[config.mk]
export PLATFORM = sky130hd
export DESIGN_NAME = ctm_timer
export DESIGN_NICKNAME = d
export VERILOG_FILES = /design/src/rtl/ctm_pkg.sv /design/src/rtl/ctm_timebase.sv /design/src/rtl/ctm_channel.sv /design/src/rtl/ctm_regfile.sv /design/src/rtl/ctm_timer.sv
export SDC_FILE = /design/constraint.sdc
export NUM_CORES = 1
export LEC_CHECK = 0
export ABC_CLOCK_PERIOD_IN_PS = 2300
export BUFFER_PORTS_ARGS = -buffer_cell sky130_fd_sc_hd__buf_2
export CAP_MARGIN = 0
export CORE_ASPECT_RATIO = 2
export CORE_MARGIN = 5
export CORE_UTILIZATION = 60
export CTS_BUF_LIST = sky130_fd_sc_hd__clkbuf_16
export DETAILED_ROUTE_END_ITERATION = 10
export PLACE_DENSITY = 0.83
export SLEW_MARGIN = 20
export SYNTH_ARGS = -nofsm -noshare
export SYNTH_HDL_FRONTEND = slang
export SYNTH_SLANG_ARGS = --single-unit
[constraint.sdc]
create_clock -name clk -period 2.3 [get_ports clk]
set_input_delay 0 -clock clk [delete_from_list [all_inputs] [get_ports clk]]
set_output_delay 0 -clock clk [all_outputs]
set_load 0.05 [all_outputs]
[src/rtl/ctm_pkg.sv]
package ctm_pkg;

    // Register word offsets (byte addresses)
    localparam logic [7:0] OFS_TBASE    = 8'h00;
    localparam logic [7:0] OFS_OEN      = 8'h10;
    localparam logic [7:0] OFS_OLVL     = 8'h14;
    localparam logic [7:0] OFS_IMSK     = 8'h18;
    localparam logic [7:0] OFS_ISET     = 8'h1C;
    localparam logic [7:0] OFS_ICLR     = 8'h20;
    localparam logic [7:0] OFS_IEN      = 8'h24;
    localparam logic [7:0] OFS_CMP_BASE = 8'h80;
    localparam logic [7:0] OFS_MSK_BASE = 8'hC0;

    // Top bit of the pin-side and interrupt-side per-channel fields
    localparam int PIN_FIELD_TOP = 31;
    localparam int IRQ_FIELD_TOP = 15;

endpackage

[src/rtl/ctm_timebase.sv]
module ctm_timebase #(
    parameter int W = 32
) (
    input  logic         clk,
    input  logic         rst_n,
    input  logic         load,
    input  logic [W-1:0] load_val,
    output logic [W-1:0] count
);

    typedef struct packed {
        logic [W-1:0] cnt;
    } tb_state_t;

    tb_state_t st_d, st_q;

    always_comb begin
        st_d = st_q;
        if (load) begin
            st_d.cnt = load_val;
        end else begin
            st_d.cnt = st_q.cnt + W'(1);
        end
    end

    always_ff @(posedge clk or negedge rst_n) begin
        if (!rst_n) begin
            st_q <= '0;
        end else begin
            st_q <= st_d;
        end
    end

    assign count = st_q.cnt;

    // free counting advances by exactly one
    assert_tb_step_R2: assert property (@(posedge clk) disable iff (!rst_n)
        !load |=> count == $past(count) + W'(1));

    // a load lands on the next edge
    assert_tb_load_R2: assert property (@(posedge clk) disable iff (!rst_n)
        load |=> count == $past(load_val));

endmodule

[src/rtl/ctm_channel.sv]
module ctm_channel #(
    parameter int W = 32
) (
    input  logic         clk,
    input  logic         rst_n,
    input  logic [W-1:0] tbase,
    input  logic [W-1:0] cmp_val,
    input  logic [W-1:0] cmp_msk,
    input  logic         oen,
    input  logic         olvl,
    output logic         hit_rise,
    output logic         pin
);

    typedef struct packed {
        logic hit;
    } ch_state_t;

    ch_state_t st_d, st_q;
    logic      hit;

    always_comb begin
        hit      = ((tbase ^ cmp_val) & ~cmp_msk) == '0;
        hit_rise = hit & ~st_q.hit;
        pin      = oen & (hit ? olvl : ~olvl);
        st_d     = st_q;
        st_d.hit = hit;
    end

    always_ff @(posedge clk or negedge rst_n) begin
        if (!rst_n) begin
            st_q <= '0;
        end else begin
            st_q <= st_d;
        end
    end

    // an event lasts a single cycle even when the match persists
    assert_rise_single_R8: assert property (@(posedge clk) disable iff (!rst_n)
        hit_rise |=> !hit_rise);

    // a disabled channel keeps its pin low
    assert_pin_disabled_R9: assert property (@(posedge clk) disable iff (!rst_n)
        !oen |-> !pin);

endmodule

[src/rtl/ctm_regfile.sv]
module ctm_regfile
    import ctm_pkg::*;
#(
    parameter int NCH = 5,
    parameter int W   = 32,
    parameter int AW  = 8
) (
    input  logic                  clk,
    input  logic                  rst_n,
    input  logic                  bus_sel,
    input  logic                  bus_we,
    input  logic [AW-1:0]         bus_addr,
    input  logic [W-1:0]          bus_wdata,
    output logic [W-1:0]          bus_rdata,
    input  logic [W-1:0]          tbase,
    input  logic [NCH-1:0]        ch_rise,
    output logic                  tb_load,
    output logic [W-1:0]          tb_val,
    output logic [NCH-1:0]        oen,
    output logic [NCH-1:0]        olvl,
    output logic [NCH-1:0][W-1:0] cmp_val,
    output logic [NCH-1:0][W-1:0] cmp_msk,
    output logic [NCH-1:0]        irq
);

    localparam logic [AW-1:0] A_TBASE = AW'(OFS_TBASE);
    localparam logic [AW-1:0] A_OEN   = AW'(OFS_OEN);
    localparam logic [AW-1:0] A_OLVL  = AW'(OFS_OLVL);
    localparam logic [AW-1:0] A_IMSK  = AW'(OFS_IMSK);
    localparam logic [AW-1:0] A_ISET  = AW'(OFS_ISET);
    localparam logic [AW-1:0] A_ICLR  = AW'(OFS_ICLR);
    localparam logic [AW-1:0] A_IEN   = AW'(OFS_IEN);

    typedef struct packed {
        logic [NCH-1:0]        oen;
        logic [NCH-1:0]        olvl;
        logic [NCH-1:0]        imsk;
        logic [NCH-1:0]        ists;
        logic [NCH-1:0]        ien;
        logic [NCH-1:0][W-1:0] cmp;
        logic [NCH-1:0][W-1:0] msk;
    } rf_state_t;

    rf_state_t      rf_d, rf_q;
    logic           wr;
    logic [NCH-1:0] pin_w, irq_w;
    logic [NCH-1:0] set_v, clr_v, evt_v;

    // Next-state computation
    always_comb begin
        rf_d  = rf_q;
        set_v = '0;
        clr_v = '0;
        wr    = bus_sel & bus_we;
        for (int n = 0; n < NCH; n++) begin
            pin_w[n] = bus_wdata[PIN_FIELD_TOP-n];
            irq_w[n] = bus_wdata[IRQ_FIELD_TOP-n];
        end
        if (wr) begin
            case (bus_addr)
                A_OEN:   rf_d.oen  = pin_w;
                A_OLVL:  rf_d.olvl = pin_w;
                A_IMSK:  rf_d.imsk = irq_w;
                A_ISET:  set_v     = irq_w;
                A_ICLR:  clr_v     = irq_w;
                A_IEN:   rf_d.ien  = irq_w;
                default: begin
                    for (int n = 0; n < NCH; n++) begin
                        if (bus_addr == AW'(OFS_CMP_BASE + 4 * n)) begin
                            rf_d.cmp[n] = bus_wdata;
                        end
                        if (bus_addr == AW'(OFS_MSK_BASE + 4 * n)) begin
                            rf_d.msk[n] = bus_wdata;
                        end
                    end
                end
            endcase
        end
        // Hardware events are applied after software clears, so they win
        evt_v     = ch_rise & rf_q.ien;
        rf_d.ists = ((rf_q.ists | set_v) & ~clr_v) | evt_v;
    end

    always_ff @(posedge clk or negedge rst_n) begin
        if (!rst_n) begin
            rf_q <= '0;
        end else begin
            rf_q <= rf_d;
        end
    end

    // Read path
    always_comb begin
        logic [W-1:0] oen_rd, olvl_rd, imsk_rd, ists_rd, ien_rd;
        oen_rd  = '0;
        olvl_rd = '0;
        imsk_rd = '0;
        ists_rd = '0;
        ien_rd  = '0;
        for (int n = 0; n < NCH; n++) begin
            oen_rd[PIN_FIELD_TOP-n]  = rf_q.oen[n];
            olvl_rd[PIN_FIELD_TOP-n] = rf_q.olvl[n];
            imsk_rd[IRQ_FIELD_TOP-n] = rf_q.imsk[n];
            ists_rd[IRQ_FIELD_TOP-n] = rf_q.ists[n];
            ien_rd[IRQ_FIELD_TOP-n]  = rf_q.ien[n];
        end
        bus_rdata = '1;
        case (bus_addr)
            A_TBASE: bus_rdata = tbase;
            A_OEN:   bus_rdata = oen_rd;
            A_OLVL:  bus_rdata = olvl_rd;
            A_IMSK:  bus_rdata = imsk_rd;
            A_ISET:  bus_rdata = ists_rd;
            A_ICLR:  bus_rdata = ists_rd;
            A_IEN:   bus_rdata = ien_rd;
            default: begin
                for (int n = 0; n < NCH; n++) begin
                    if (bus_addr == AW'(OFS_CMP_BASE + 4 * n)) begin
                        bus_rdata = rf_q.cmp[n];
                    end
                    if (bus_addr == AW'(OFS_MSK_BASE + 4 * n)) begin
                        bus_rdata = rf_q.msk[n];
                    end
                end
            end
        endcase
    end

    assign tb_load = wr && (bus_addr == A_TBASE);
    assign tb_val  = bus_wdata;
    assign oen     = rf_q.oen;
    assign olvl    = rf_q.olvl;
    assign cmp_val = rf_q.cmp;
    assign cmp_msk = rf_q.msk;
    assign irq     = rf_q.ists & rf_q.imsk;

    // bits written to the set address are present afterwards
    assert_iset_R5: assert property (@(posedge clk) disable iff (!rst_n)
        (|set_v) |=> ((rf_q.ists & $past(set_v)) == $past(set_v)));

    // bits written to the clear address are gone when no event competes
    assert_iclr_R5: assert property (@(posedge clk) disable iff (!rst_n)
        ((|clr_v) && !(|evt_v)) |=> ((rf_q.ists & $past(clr_v)) == '0));

    // without writes or events the status does not move
    assert_status_hold_R5: assert property (@(posedge clk) disable iff (!rst_n)
        (!(|set_v) && !(|clr_v) && !(|evt_v)) |=> $stable(rf_q.ists));

    // an enabled match event always leaves its status bit set
    assert_event_sets_R8: assert property (@(posedge clk) disable iff (!rst_n)
        (|evt_v) |=> ((rf_q.ists & $past(evt_v)) == $past(evt_v)));

endmodule

[src/rtl/ctm_timer.sv]
module ctm_timer #(
    parameter int NCH = 5,
    parameter int W   = 32,
    parameter int AW  = 8
) (
    input  logic           clk,
    input  logic           rst_n,
    input  logic           bus_sel,
    input  logic           bus_we,
    input  logic [AW-1:0]  bus_addr,
    input  logic [W-1:0]   bus_wdata,
    output logic [W-1:0]   bus_rdata,
    output logic [NCH-1:0] pin_out,
    output logic [NCH-1:0] irq_out
);

    logic                  tb_load;
    logic [W-1:0]          tb_val;
    logic [W-1:0]          tbase;
    logic [NCH-1:0]        oen, olvl, ch_rise;
    logic [NCH-1:0][W-1:0] cmp_val, cmp_msk;

    ctm_timebase #(.W(W)) u_tbase (
        .clk      (clk),
        .rst_n    (rst_n),
        .load     (tb_load),
        .load_val (tb_val),
        .count    (tbase)
    );

    ctm_regfile #(.NCH(NCH), .W(W), .AW(AW)) u_regs (
        .clk       (clk),
        .rst_n     (rst_n),
        .bus_sel   (bus_sel),
        .bus_we    (bus_we),
        .bus_addr  (bus_addr),
        .bus_wdata (bus_wdata),
        .bus_rdata (bus_rdata),
        .tbase     (tbase),
        .ch_rise   (ch_rise),
        .tb_load   (tb_load),
        .tb_val    (tb_val),
        .oen       (oen),
        .olvl      (olvl),
        .cmp_val   (cmp_val),
        .cmp_msk   (cmp_msk),
        .irq       (irq_out)
    );

    for (genvar g = 0; g < NCH; g++) begin : g_ch
        ctm_channel #(.W(W)) u_ch (
            .clk      (clk),
            .rst_n    (rst_n),
            .tbase    (tbase),
            .cmp_val  (cmp_val[g]),
            .cmp_msk  (cmp_msk[g]),
            .oen      (oen[g]),
            .olvl     (olvl[g]),
            .hit_rise (ch_rise[g]),
            .pin      (pin_out[g])
        );
    end

endmodule

Yosys cells after proc, flatten, opt, wreduce, memory -nomap -nowiden
Cells that the tools add are included.
- add/sub/neg operators: 1
- eq/ne operators: 16
- muxes and demuxes: 21
- bitwise gates (word level): 43
- reductions and logical operators: 23
- operators with widths (cell ; count):
    two-way mux 32 bit ; 11
    one-hot mux 32 bit (6 select lines) ; 1
    AND 32 bit ; 5
    zero test 32 bit ; 5
    inverter 32 bit ; 5
    XOR 32 bit ; 5
    equality test 8 bit (second input constant) ; 10
    adder 32 x 1 -> 32 bit (second input constant) ; 1
    equality test 8 x 5 -> 1 bit (second input constant) ; 4
    AND reduction 3 bit ; 10
    two-way mux 5 bit ; 4
    equality test 8 x 6 -> 1 bit (second input constant) ; 2
    AND 5 bit ; 3
    AND 1 bit ; 11
    inverter 1 bit ; 11
    OR 5 bit ; 2
    zero test 8 bit ; 1
    AND reduction 2 bit ; 4
    OR reduction 6 bit ; 1
    two-way mux 1 bit ; 5
    inverter 5 bit ; 1
    OR reduction 2 bit ; 1
    logical AND 1 bit ; 1
- register bits after elaboration: 382
- input bits: 44
- output and inout bits: 42
- word-level logic and storage cells: 125

Depth between registers and ports, before layout
- word-level depth: 12
- gate-level depth with buffers: 10
- mapped depth without buffers: 7

Cells and area by module
Synthesis repeated with hierarchy kept, for this count alone.
- cell total of the unflattened synthesis: 2132
- area, all modules: 23127.2 µm²
- by module, submodules not included (module ; times used ; cells an instance ; area an instance (µm²) ; sequential area each (µm²)):
    ctm_regfile ; 1 ; 1636 ; 18975.7 ; 8633.3
    ctm_channel ; 5 ; 58 ; 467.9 ; 25.0
    ctm_timebase ; 1 ; 206 ; 1811.7 ; 800.8

Least setup slack after synthesis
OpenSTA, ideal clock, no wires.
- kind: in2out
- start: input port bus_addr[6]
- end: output port bus_rdata[15]
- arrival time: 2829 ps
- required time: 2300 ps
- setup slack: -529 ps
- stages: 7
- buffers on the path: 5
- cell sequence: buf_2 -> buf_2 -> buf_2 -> buf_2 -> buf_2 -> a21oi_1 -> o41ai_1
- longest elaborated chain between the ends: 12
- elaborated cells between the ends (all ways): 29
- those cells by class: eq/ne (16); mux (11); reduce/logical (2)
- ends and longest elaborated chain (item ; line ; RTL):
    from (decl) ; ctm_timer.sv:10 ; input logic [AW-1:0] bus_addr,
    equality test 8 bit ; ctm_regfile.sv:118 ; if (bus_addr == AW'(OFS_CMP_BASE + 4 * n)) begin
    two-way mux 32 bit ; ctm_regfile.sv:118 ;
    two-way mux 32 bit ; ctm_regfile.sv:121 ; if (bus_addr == AW'(OFS_MSK_BASE + 4 * n)) begin
    two-way mux 32 bit ; ctm_regfile.sv:118 ;
    two-way mux 32 bit ; ctm_regfile.sv:121 ;
    two-way mux 32 bit ; ctm_regfile.sv:118 ;
    two-way mux 32 bit ; ctm_regfile.sv:121 ;
    two-way mux 32 bit ; ctm_regfile.sv:118 ;
    two-way mux 32 bit ; ctm_regfile.sv:121 ;
    two-way mux 32 bit ; ctm_regfile.sv:118 ;
    two-way mux 32 bit ; ctm_regfile.sv:121 ;
    one-hot mux 32 bit (6 select lines) (*) ; ctm_regfile.sv:108 ; case (bus_addr)
    to (decl) ; ctm_timer.sv:12 ; output logic [W-1:0] bus_rdata,
Mark *: on every way between the ends. The rest lies on a longest branch, timed or not.

Worst setup path after layout
- start: register u_tbase.st_q (netlist bit u_tbase.count[6])
- end: output port pin_out[4]
- longest elaborated chain between the ends: 5
- ends and longest elaborated chain (item ; line ; RTL):
    from (decl) ; ctm_timebase.sv:15 ; tb_state_t st_d, st_q;
    from (signal assigned) ; ctm_timebase.sv:30 ; st_q <= st_d;
    XOR 32 bit ; ctm_channel.sv:23 ; hit = ((tbase ^ cmp_val) & ~cmp_msk) == '0;
    AND 32 bit ; ctm_channel.sv:23 ;
    zero test 32 bit ; ctm_channel.sv:23 ;
    via g_ch[4].u_ch.hit ; ctm_channel.sv:20 ; logic hit;
    two-way mux 1 bit ; ctm_channel.sv:25 ; pin = oen & (hit ? olvl : ~olvl);
    AND 1 bit ; ctm_channel.sv:25 ;
    to (decl) ; ctm_timer.sv:13 ; output logic [NCH-1:0] pin_out,
The timed path passes the listed nets, and every way through them passes these cells.

==> reports/qor.csv <==
stage,metric,value,unit
status,status,"complete, but fails checks",
status,violations,negative setup slack,
setup_path,worst-setup-path-type,register to output pin,
min_path,hold_class,primary input to asynchronous set/reset pin,
setup_path,r2r_start,u_tbase.count[13]$_DFF_PN0_,
clock_tree,cts_root_buf,clkbuf_16,
global_route,grt_pass1_vias,18600,
pwr,leakage,0.0116,uW
sta,max_slew_margin,43.8,%
synth,synthDistinctLibCells,63,
synth,synth_nets,1922,
placement,io_buffers,85,
setup_path,r2r_cells,10,
setup_path,cp_max_fo,6,
synth,synth-seq-cells,382,
sta,fin_ws,-338,ps
pwr,power_density,636,nW/um^2
route,drc,0,
global_route,grt_max_degree,71,
synth,synth-edff-count,0,
floorplanning,initial_core_util,60.5,%
sta,fin_crit,2640,ps
placement,globalplace.congestion,1.01,
floorplanning,core_area,34200,um^2
synth,synth-seq-area-share,46.2,%
pwr,total_power,16100,uW
route,vias,18000,
floorplanning,rows,96,
clock_tree,cts.clk_slew.worst_paths,60,ps
finish,final_cell_mix,"dfrtp_1, mux2_2, buf_4, xnor2_1, nor2_1",
sta,max_slew.worst_pin.slew,840,ps
setup_path,regToRegEndpoint,u_tbase.count[27]$_DFF_PN0_,
floorplanning,ios,86,
sta,slew_violations,0,
clock_tree,clkLatencyLatePin,550,ps
clock_tree,htree_levels,2,
route,final_antenna_net_count,0,
finish,antenna_cells,0,
route,routed_wl,78600,um
finish,drive_gt1_share,39.6,%
setup_path,cp.required,2300,ps
finish,fill_cells,2310,
floorplanning,fp.dieW,141,um
global_route,grt_pass1_wl,117000,um
finish,nets,2113,
global_route,antenna_found_initial,0,
route,vias_per_cell,7.09,
global_route,globalRouteOverflowTotal,0,
synth,syn-cell-area,20700,um^2
finish,multi_input_area,11100,um^2
route,drt_iter0_markers,2001,
synth,synth_warnings,0,
flow_run,max_cap_viol_count,0,
sta,rsz0062_at_grt,yes,
clock_tree,clock-sinks,382,
pwr,ir_drop,777,uV
synth,synthCells,1877,
setup_path,crit_chain,buf_6 -> xnor2_2 -> o22ai_1 -> nor4_2 -> buf_4 -> and4_4 -> xnor2_1 -> and2_1 -> buf_6,
finish,register_area,9580,um^2
finish,area_delta_synth_final,22.2,%
setup_path,end_kind,output pin,
route,wl_per_cell,31.0,um
setup_path,setup.worst_path.start_class,register,
clock_tree,cts_buffers,36,
setup_path,worstPathArrival,2640,ps
clock_tree,clk_path_buf_depth,3,
placement,pre_cts_slack,-174,ps
finish,final_core_util,73.9,%
finish,final_common_cell,dfrtp_1,
setup_path,cp_slowest_stage_delay,490,ps
sta,final-setup-viol-count,7,
setup_path,regToRegSetupSlack,60,ps
synth,async_flop_share,100,%
finish,final_cells,2533,
sta,timing.fmax,0.379,GHz
synth,synth.avg_cell_area,11.0,um^2
sta,fin_skew,16.2,ps
clock_tree,cts_tree,yes,
placement,place_hpwl,54500,um
floorplanning,die_y,273,um
route,drt-pass1-iter-count,6,
sta,finalCritPeriodShare,115,%
sta,finalHoldViolCount,0,
floorplanning,die-area,38500,um^2
global_route,globalRouteTotalUtil,40.5,%
synth,synth_flop_cell,dfrtp_1,
setup_path,critPathMostFrequentCell,buf_6,
setup_path,critPathSlowestCell,dfrtp_2,
placement,dp.cells,2420,
==> power breakdown <==
| group | internal (uW) | switching [uW] |
|---|---|---|
| Sequential | 6970 | 367 |
| Combinational | 1320 | 1620 |
| Clock | 3150 | 2660 |
==> worst max path at each step <==
stage / start / end / cells after the start
5_1_grt: u_tbase.count[6]$_DFF_PN0_ / pin_out[4] / 9
3_5_place_dp: u_regs.cmp_val[140]$_DFFE_PN0P_ / pin_out[4] / 9
3_3_place_gp: u_regs.cmp_val[140]$_DFFE_PN0P_ / pin_out[4] / 9
6_report: u_tbase.count[6]$_DFF_PN0_ / pin_out[4] / 9
4_1_cts: u_tbase.count[16]$_DFF_PN0_ / pin_out[0] / 8
2_1_floorplan: bus_addr[6] / bus_rdata[25] / 7
==> through the flow <==
step           area (um^2)  setup TNS (ps)  hold WS [ps]
3_5_place_dp         23000            -491          12.2
2_1_floorplan        20700           -1150          -296
4_1_cts              24900           -1240          39.9
3_3_place_gp         23000            -578          16.9
5_1_grt              25300           -2090          77.0
6_report             25300           -1610          24.7
==> critical path, delay by kind of cell, from the launching register on <==
kind                   cells  cell delay (ps)
XOR/XNOR                   2              270
flip-flops                 1              490
AND/OR/NAND/NOR            3              670
buffers and inverters      3              520
AO/OA/AOI/OAI              1              140
==> registers in the layout (all words and copies together), names as in the netlist <==
| name | count |
|---|---|
| g_ch.u_ch.st_q | 5 |
| u_regs.rf_q | 15 |
| u_regs.olvl | 5 |
| u_tbase.count | 32 |
| u_regs.cmp_val | 160 |
| u_regs.cmp_msk | 160 |
| u_regs.oen | 5 |
==> Yosys cell counts, types with 14 or more instances <==
library cell | instances | area [um^2]
clkbuf_1 | 88 | 330
nor4_1 | 27 | 169
o21ai_0 | 67 | 335
a21oi_1 | 70 | 350
dfrtp_1 | 382 | 9560
nor3_1 | 22 | 110
nor2_1 | 108 | 405
nand3_1 | 23 | 115
o22ai_1 | 114 | 713
a221o_1 | 21 | 210
buf_2 | 62 | 310
xor2_1 | 14 | 123
mux2i_1 | 58 | 581
buf_1 | 14 | 52.6
a22oi_1 | 20 | 150
nand2_1 | 78 | 293
mux2_2 | 347 | 3910
xnor2_1 | 181 | 1590
==> metal layers <==
metal	part of all wire, %	GRT usage [%]
met1	32	45.8
met2	47	65.3
met3	9.0	7.58
met4	11	34.6
met5	0	0
==> layout make-up <==
| type | instances | area share, % |
|---|---|---|
| Clock buffer | 37 | 3.66 |
| Clock inverter | 25 | 0.668 |
| Inverter | 11 | 0.163 |
| Multi-Input combinational cell | 1310 | 43.8 |
| Sequential cell | 382 | 37.9 |
| Tap cell | 441 | 2.18 |
| Timing Repair Buffer | 327 | 11.6 |
==> timing repair <==
| item | 4_1_cts | 5_1_grt |
|---|---|---|
| endpoints found under the setup margin | 19 | 28 |
| setup buffers | 11 | 8 |
| endpoints found under the hold margin | 750 | 0 |
| hold buffers | 33 | 0 |
| pin swaps | 25 | 27 |
| gates resized for setup | 89 | 61 |
==> logic make-up (layout without fill, tap and decap cells) <==
family	count (synthesis)	in the layout	synth area share (%)
mux	407	407	21.8
flops	382	382	46.2
xor+xnor	195	195	8.25
simple gates	329	329	7.84
buf+inv	185	400	3.95
fa+ha+maj	1	1	0.0604
compound gates	378	378	11.9
Note: power is estimated with default switching activity, not from simulation.
